**src/rtl/boot_seq_pkg.sv**
```systemverilog
package boot_seq_pkg;
  typedef enum logic [2:0] {
    BS_IDLE,
    BS_REQ_SP,
    BS_WAIT_SP,
    BS_REQ_VEC,
    BS_WAIT_VEC,
    BS_DONE
  } bs_state_t;
endpackage

```
**src/rtl/bvs_fetch_ctrl.sv**
```systemverilog
module bvs_fetch_ctrl
  import boot_seq_pkg::*;
#(
  parameter int          AW       = 32,
  parameter logic [AW-1:0] SP_ADDR  = '0,
  parameter logic [AW-1:0] VEC_ADDR = AW'(4)
) (
  input  logic          clk,
  input  logic          rst,
  output logic          req_valid,
  input  logic          req_ready,
  output logic [AW-1:0] req_addr,
  input  logic          rsp_valid,
  output logic          rsp_ready,
  output logic          take_sp,
  output logic          take_vec
);
  bs_state_t state_q;
  logic      req_valid_q;
  logic      rsp_ready_q;
  logic [AW-1:0] req_addr_q;

  always_ff @(posedge clk) begin
    if (rst) begin
      state_q     <= BS_IDLE;
      req_valid_q <= 1'b0;
      rsp_ready_q <= 1'b0;
      req_addr_q  <= '0;
    end else begin
      unique case (state_q)
        BS_IDLE: begin
          req_valid_q <= 1'b1;
          req_addr_q  <= SP_ADDR;
          state_q     <= BS_REQ_SP;
        end
        BS_REQ_SP: if (req_ready) begin
          req_valid_q <= 1'b0;
          rsp_ready_q <= 1'b1;
          state_q     <= BS_WAIT_SP;
        end
        BS_WAIT_SP: if (rsp_valid) begin
          rsp_ready_q <= 1'b0;
          req_valid_q <= 1'b1;
          req_addr_q  <= VEC_ADDR;
          state_q     <= BS_REQ_VEC;
        end
        BS_REQ_VEC: if (req_ready) begin
          req_valid_q <= 1'b0;
          rsp_ready_q <= 1'b1;
          state_q     <= BS_WAIT_VEC;
        end
        BS_WAIT_VEC: if (rsp_valid) begin
          rsp_ready_q <= 1'b0;
          state_q     <= BS_DONE;
        end
        default: begin
          req_valid_q <= 1'b0;
          rsp_ready_q <= 1'b0;
          state_q     <= BS_DONE;
        end
      endcase
    end
  end

  assign req_valid = req_valid_q;
  assign rsp_ready = rsp_ready_q;
  assign req_addr  = req_addr_q;
  assign take_sp   = (state_q == BS_WAIT_SP)  && rsp_valid && rsp_ready_q;
  assign take_vec  = (state_q == BS_WAIT_VEC) && rsp_valid && rsp_ready_q;


  req_hold_chk: assert property (@(posedge clk) disable iff (rst)
    (req_valid && !req_ready) |=> (req_valid && $stable(req_addr)));


  no_overlap_chk: assert property (@(posedge clk) disable iff (rst)
    req_valid |-> !rsp_ready);


  vec_after_sp_chk: assert property (@(posedge clk) disable iff (rst)
    take_sp |=> (req_valid && req_addr == VEC_ADDR));
endmodule

```
**src/rtl/bvs_sp_capture.sv**
```systemverilog
module bvs_sp_capture #(
  parameter int DW       = 32,
  parameter int SP_ALIGN = 2
) (
  input  logic          clk,
  input  logic          rst,
  input  logic          take,
  input  logic [DW-1:0] word,
  output logic [DW-1:0] sp
);
  logic [DW-1:0] sp_q;

  always_ff @(posedge clk) begin
    if (rst)       sp_q <= '0;
    else if (take) sp_q <= {word[DW-1:SP_ALIGN], SP_ALIGN'(0)};
  end

  assign sp = sp_q;
endmodule

```
**src/rtl/bvs_vector_decode.sv**
```systemverilog
module bvs_vector_decode #(
  parameter int            AW        = 32,
  parameter int            DW        = 32,
  parameter logic [AW-1:0] ROM_ENTRY = 32'h0100_0000
) (
  input  logic          clk,
  input  logic          rst,
  input  logic          take,
  input  logic [DW-1:0] word,
  output logic [AW-1:0] start_pc,
  output logic          rom_boot,
  output logic          start_pulse
);
  localparam logic [DW-1:0] ERASED = '1;

  logic          erased;
  logic [AW-1:0] pc_q;
  logic          rom_q;
  logic          pulse_q;

  assign erased = (word == ERASED);

  always_ff @(posedge clk) begin
    if (rst) begin
      pc_q    <= '0;
      rom_q   <= 1'b0;
      pulse_q <= 1'b0;
    end else begin
      pulse_q <= take;
      if (take) begin
        rom_q <= erased;
        pc_q  <= erased ? ROM_ENTRY : {AW'(word[DW-1:1]), 1'b0};
      end
    end
  end

  assign start_pc    = pc_q;
  assign rom_boot    = rom_q;
  assign start_pulse = pulse_q;


  pulse_once_chk: assert property (@(posedge clk) disable iff (rst)
    start_pulse |=> !start_pulse);


  rom_pc_chk: assert property (@(posedge clk) disable iff (rst)
    (start_pulse && rom_boot) |-> (start_pc == ROM_ENTRY));


  vec_align_chk: assert property (@(posedge clk) disable iff (rst)
    (start_pulse && !rom_boot) |-> !start_pc[0]);
endmodule

```
**src/rtl/boot_vector_seq.sv**
```systemverilog
module boot_vector_seq #(
  parameter int            AW        = 32,
  parameter int            DW        = 32,
  parameter int            SP_ALIGN  = 2,
  parameter logic [AW-1:0] SP_ADDR   = '0,
  parameter logic [AW-1:0] VEC_ADDR  = AW'(4),
  parameter logic [AW-1:0] ROM_ENTRY = 32'h0100_0000
) (
  input  logic          clk,
  input  logic          rst,
  output logic          mem_req_valid,
  input  logic          mem_req_ready,
  output logic [AW-1:0] mem_req_addr,
  input  logic          mem_rsp_valid,
  output logic          mem_rsp_ready,
  input  logic [DW-1:0] mem_rsp_data,
  output logic [DW-1:0] init_sp,
  output logic [AW-1:0] start_pc,
  output logic          rom_boot,
  output logic          start_pulse
);
  logic take_sp;
  logic take_vec;

  bvs_fetch_ctrl #(.AW(AW), .SP_ADDR(SP_ADDR), .VEC_ADDR(VEC_ADDR)) u_ctrl (
    .clk(clk), .rst(rst),
    .req_valid(mem_req_valid), .req_ready(mem_req_ready), .req_addr(mem_req_addr),
    .rsp_valid(mem_rsp_valid), .rsp_ready(mem_rsp_ready),
    .take_sp(take_sp), .take_vec(take_vec)
  );

  bvs_sp_capture #(.DW(DW), .SP_ALIGN(SP_ALIGN)) u_sp (
    .clk(clk), .rst(rst), .take(take_sp), .word(mem_rsp_data), .sp(init_sp)
  );

  bvs_vector_decode #(.AW(AW), .DW(DW), .ROM_ENTRY(ROM_ENTRY)) u_vec (
    .clk(clk), .rst(rst), .take(take_vec), .word(mem_rsp_data),
    .start_pc(start_pc), .rom_boot(rom_boot), .start_pulse(start_pulse)
  );


  quiet_after_chk: assert property (@(posedge clk) disable iff (rst)
    start_pulse |=> !mem_req_valid);
endmodule

```
**config.mk**
```make
export PLATFORM = sky130hd
export DESIGN_NAME = boot_vector_seq
export DESIGN_NICKNAME = d
export VERILOG_FILES = /design/src/rtl/boot_seq_pkg.sv /design/src/rtl/bvs_fetch_ctrl.sv /design/src/rtl/bvs_sp_capture.sv /design/src/rtl/bvs_vector_decode.sv /design/src/rtl/boot_vector_seq.sv
export SDC_FILE = /design/constraint.sdc
export NUM_CORES = 1
export LEC_CHECK = 0
export ABC_CLOCK_PERIOD_IN_PS = 2800
export CAP_MARGIN = 20
export CORE_MARGIN = 10
export CORE_UTILIZATION = 35
export DETAILED_ROUTE_END_ITERATION = 10
export GPL_ROUTABILITY_DRIVEN = 1
export GPL_TIMING_DRIVEN = 0
export PLACE_DENSITY = 0.73
export SETUP_SLACK_MARGIN = 0.3
export SLEW_MARGIN = 20
export SYNTH_ARGS = -nofsm -noshare
export SYNTH_HDL_FRONTEND = slang
export SYNTH_HIERARCHICAL = 1
export SYNTH_SLANG_ARGS = --single-unit
export TNS_END_PERCENT = 30
```
**constraint.sdc**
```tcl
create_clock -name clk -period 2.8 [get_ports clk]
set_input_delay 0.7 -clock clk [delete_from_list [all_inputs] [get_ports clk]]
set_output_delay 0.7 -clock clk [all_outputs]
set_load 0.005 [all_outputs]
```
; After elaboration in Yosys (flattened, before gate mapping)
; Cells that the tools add are included.
[totals]
register_bits = 101
word_cells = 47
[classes]
eq_ne = 11
n_mux = 14
bitwise_logic = 2
reduce_logical = 12
[op_table]
columns = op, count
row1 = two-way mux 32 bit, 2
row2 = case mux 32 bit (2 select lines), 1
row3 = equality test 32 bit (second input constant), 1
row4 = case mux 3 bit (5 select lines), 1
row5 = two-way mux 3 bit, 4
row6 = != test 2 bit (second input constant), 4
row7 = equality test 3 x 2 -> 1 bit (second input constant), 2
row8 = AND reduction 3 bit, 2
row9 = logical AND 1 bit, 4
row10 = two-way mux 1 bit, 4
row11 = != test 2 x 1 -> 1 bit (second input constant), 2
row12 = case mux 1 bit (4 select lines), 1
row13 = AND reduction 4 bit, 1
row14 = OR reduction 2 bit, 2
row15 = equality test 3 x 1 -> 1 bit (second input constant), 1
row16 = equality test 3 bit (second input constant), 1
row17 = logical NOT 3 bit, 1
row18 = case mux 1 bit (3 select lines), 1
row19 = NOT 1 bit, 2
row20 = AND reduction 2 bit, 1
row21 = nonzero test 2 bit, 1

; Depth between registers and ports, before layout
; Gate-level depths: netlist (run 1).
[logic_depth]
depth_word = 4
ltp_mapped = 7
mapped_depth_nobuf = 4

; Hierarchy
; The synthesis (run 1) kept the hierarchy.
[modules_own_cells]
columns = mod, n_inst, cells_per_inst, area_each_um2
row1 = bvs_vector_decode, 1, 157, 1467.7
row2 = bvs_sp_capture, 1, 100, 1114.8
row3 = bvs_fetch_ctrl, 1, 69, 551.8

; Least setup slack after synthesis (run 1)
; No wires, ideal clock.
[synth_timing]
path_kind = input to register
startpoint = input port mem_rsp_valid
endpoint = register u_vec.pc_q[19] (netlist: u_vec/start_pc[19])
setup_ps = 87
arrival_ps = 2064
slack_ps = 649
path_stages = 6
cell_sequence = nand2_1 > nor4_1 > buf_2 > clkbuf_1 > nand2_1 > o31ai_1
[synth_between]
elab_chain_cells = 2
[synth_lines]
columns = item, line_no
row1 = start: declaration, boot_vector_seq.sv:14  ; input logic mem_rsp_valid,
row2 = logical AND 1 bit (2 in series), bvs_fetch_ctrl.sv:69  ; assign take_vec = (state_q == BS_WAIT_VEC) && rsp_valid && rsp_ready_q;
row3 = net take_vec, boot_vector_seq.sv:23  ; logic take_vec;
row4 = end signal: assignment, bvs_vector_decode.sv:32  ; pc_q <= erased ? ROM_ENTRY : {AW'(word[DW-1:1]), 1'b0};
row5 = end: declaration, bvs_vector_decode.sv:17  ; logic [AW-1:0] pc_q;
; The timed path passes the listed nets, and every way through them passes these cells.
; A chain may end at the register's enable or synchronous reset.

; Worst setup path in the final report (run 1)
[layout_timing]
startpoint = input port rst
endpoint = register u_vec.pc_q[23] (netlist: u_vec/start_pc[23])
[layout_lines]
columns = item, line_no
row1 = start: declaration, boot_vector_seq.sv:10  ; input logic rst,
; No word-level cell between the ends.

==> results.yml, run 1 <==
die:
  fp.dieArea_sq_mm: 0.0131
  die_h_um: 115
  ios: 136
  fp.dieW_um: 115
  coreArea_sq_mm: 0.00872
  start_util: 0.359
  rows: 34
clock_tree:
  cts.sinks: 69
  cts_root_buf: "clkbuf_8"
  cts_htree_levels: 3
  clk_latency_ns: 0.34
  cts_made_buffers: 9
  tritoncts: "yes"
  path_clk_slew_ns: 0.08
  cts_buffer_depth: 2
final_layout:
  area_delta_synth_final_pct: 49.3
  drive_gt1_frac: 0.218
  fin_util: 0.537
  stdcell_area_sq_mm: 0.00468
  layoutNonFillerInstCount: 585
  fill_cells: 807
  n_antenna_cell: 0
  fin_nets: 508
global_route:
  grt_use_total: 0.140
  antenna_found_initial: 0
  grt.busiest_layer: "met2"
  grt_pass1_wl_mm: 14.8
  grt_start_max_net_pins: 13
  met1_usage: 0.159
  grt_overflow: 0
  met2_usage: 0.225
  met3_usage: 0.0666
  grt_pass1_vias: 2760
yosys:
  synth-seq-cells: 69
  syn_area_per_cell_sq_um: 9.61
  netlist_instances: 326
  ys_async_sr_fraction: 0
  synthDistinctLibCells: 38
  synth_edf_count: 0
  netlist_area_sq_mm: 0.00313
  synth-main-ff-cell: "dfxtp_1"
  synth_warnings: 6
  ys_seq_area_frac: 0.441
route:
  ant_nets: 0
  via_per_inst: 4.62
  drtIter0Drc: 102
  vias: 2705
  first_pass_iters: 4
  post-route-drc-count: 0
  wl_per_cell_um: 15.7
  drt-total-wl_mm: 9.19
timing:
  fmax_ghz: 0.407
  rsz0062_at_grt: "true"
  tns_ns: 0
  tightest_slew_ns: 0.530
  setup_ws_ns: 0.340
  final_max_slew_viol_count: 0
  fin_crit_ns: 2.46
  whs_ns: 0.494
  clock_skew_ns: 0.0118
  hold_viol: 0
  setup_viol: 0
  slew_headroom: 0.647
  period_share: 0.879
placement:
  post-dp-hpwl_mm: 7.23
  portBuffers: 101
  place_area_sq_mm: 0.00440
  place_inst: 566
  gp_congestion: 0.781
  place_ws_ns: -0.326
power_and_ir_drop:
  p_int_mw: 1.69
  powerDensity_mw_per_mm2: 466
  seq_power_share: 0.459
  p_total_mw: 2.18
  p_leak_nw: 1.74
  clkPwrFrac: 0.446
  switchingPower_mw: 0.484
  pwr-share-comb: 0.095
  vdd_ir_drop_max_v: 0.000257
  sw_frac_of_total: 0.222
worst_setup_path:
  crit_required_ns: 3.01
  setup.worst_path.start_class: "primary input"
  crit_type: "in2reg"
  end_kind: "flop"
  critPathMaxFanout: 10
  cp_data_arrival_time_ns: 2.67
run:
  cap_violations: 0
status:
  status: "complete, no violations"
hold_path:
  hold_path.class: "reg2reg"
placed cells by master, fill, tap and decap left out, drive strengths merged, types with 2 or more instances in the layout:
| cell | netlist | final |
|---|---|---|
| a21oi | 2 | 2 |
| clkdlybuf4s50 | 0 | 101 |
| mux2i | 31 | 31 |
| or4 | 2 | 2 |
| buf | 45 | 48 |
| o21ai | 3 | 3 |
| nor2 | 35 | 35 |
| clkinv | 0 | 2 |
| nand4 | 8 | 8 |
| inv | 4 | 4 |
| dfxtp | 69 | 69 |
| nand2 | 34 | 34 |
| clkbuf | 14 | 24 |
| a31oi | 2 | 2 |
| conb | 3 | 34 |
| bufinv | 0 | 3 |
| or3b | 30 | 30 |
| o31ai | 30 | 30 |
| nor4 | 2 | 2 |
synth_stat cells, drive strengths merged (2+ instances only):
| master | n | area, sq um |
|---|---|---|
| mux2i | 31 | 310 |
| or3b | 30 | 263 |
| clkbuf | 14 | 52.6 |
| nor2 | 35 | 144 |
| nand4 | 8 | 50.1 |
| buf | 45 | 388 |
| a21oi | 2 | 10.0 |
| conb | 3 | 11.3 |
| a31oi | 2 | 12.5 |
| nand2 | 34 | 128 |
| or4 | 2 | 18.8 |
| o21ai | 3 | 18.8 |
| dfxtp | 69 | 1380 |
| inv | 4 | 15.0 |
| o31ai | 30 | 225 |
| nor4 | 2 | 12.5 |
per-layer routing:
layer | vias up | share of wire
met5 | - | 0
met4 | 0 | 0.012
met3 | 10 | 0.11
met2 | 94 | 0.47
met1 | 1245 | 0.41
li1 | 1356 | -
final cells by class:
| type | instances | area (sq um) | share of cell area |
|---|---|---|---|
| well taps | 108 | 135 | 0.0289 |
| plain buffers | 59 | 447 | 0.0955 |
| flip-flops and latches | 69 | 1380 | 0.295 |
| inverters | 4 | 15.0 | 0.00321 |
| clock buffers | 10 | 128 | 0.0273 |
| multi-input cells | 225 | 1430 | 0.305 |
| repair buffers | 104 | 1030 | 0.221 |
| clock inverters | 6 | 111 | 0.0238 |
worst max-delay path, stage by stage:
cell and delay [ns]:
clkdlybuf4s50_1 0.71, clkbuf_1 0.34, clkbuf_1 0.35, clkbuf_1 0.40
o31ai_1 0.15
timing repair:
item                       4_1_cts  5_1_grt
setup endpoints to repair       30       31
cloned                           0        0
pin swaps                        0        1
gates resized for setup          4        4
setup buffers                    0        3
hold buffers                     0        0
flip-flops by register name (all words and copies together) (netlist names):
signal	count
u_ctrl/req_addr	1
u_vec/rom_boot	1
u_ctrl/req_valid	1
u_vec/start_pc	31
u_ctrl/state_q	3
u_ctrl/rsp_ready	1
u_sp/sp	30
u_vec/start_pulse	1
path summary, 6_finish.rpt:
kind         depth (start not counted)  slack (ns)               from                 end
min                                  2        0.49   u_ctrl/rsp_ready    u_ctrl/rsp_ready
min reg2reg                          2        0.49   u_ctrl/rsp_ready    u_ctrl/rsp_ready
max reg2reg                          8        0.96  u_ctrl/state_q[2]  u_vec/start_pc[23]
max                                  5        0.34                rst  u_vec/start_pc[23]
kinds of logic (layout without fill, tap and decap cells):
| family | after synthesis | count (layout) | synth area share |
|---|---|---|---|
| other | 3 | 34 | 0.00359 |
| AND/OR/NAND/NOR | 116 | 116 | 0.206 |
| buffers and inverters | 63 | 183 | 0.145 |
| flip-flops | 69 | 69 | 0.441 |
| XOR/XNOR | 1 | 1 | 0.00279 |
| AO/OA/AOI/OAI | 43 | 43 | 0.102 |
| multiplexers | 31 | 31 | 0.0990 |
power by group through the flow:
stage | clock, mW | combinational (mW) | sequential [mW]
CTS | 0.998 | 0.204 | 0.999
finish | 0.972 | 0.207 | 0.999
floorplan | 0 | 0.101 | 1.02
detailed placement | 0 | 0.202 | 1.02
global route | 1.05 | 0.229 | 1.00
global placement | 0 | 0.199 | 1.02
Power figures use the tool's default switching activity.
==> run 2: changes to the inputs <==
- HOLD_SLACK_MARGIN: unset -> 0.02
==> results of run 2 <==
Same layout as run 1: the final DEF is identical, and so are final timing and power.
==> run 3: changes to the inputs <==
- CTS_CLUSTER_DIAMETER: unset -> 40
- HOLD_SLACK_MARGIN: 0.02 -> unset
==> results of run 3 <==
Same layout as run 1: the final DEF is identical, and so are final timing and power.
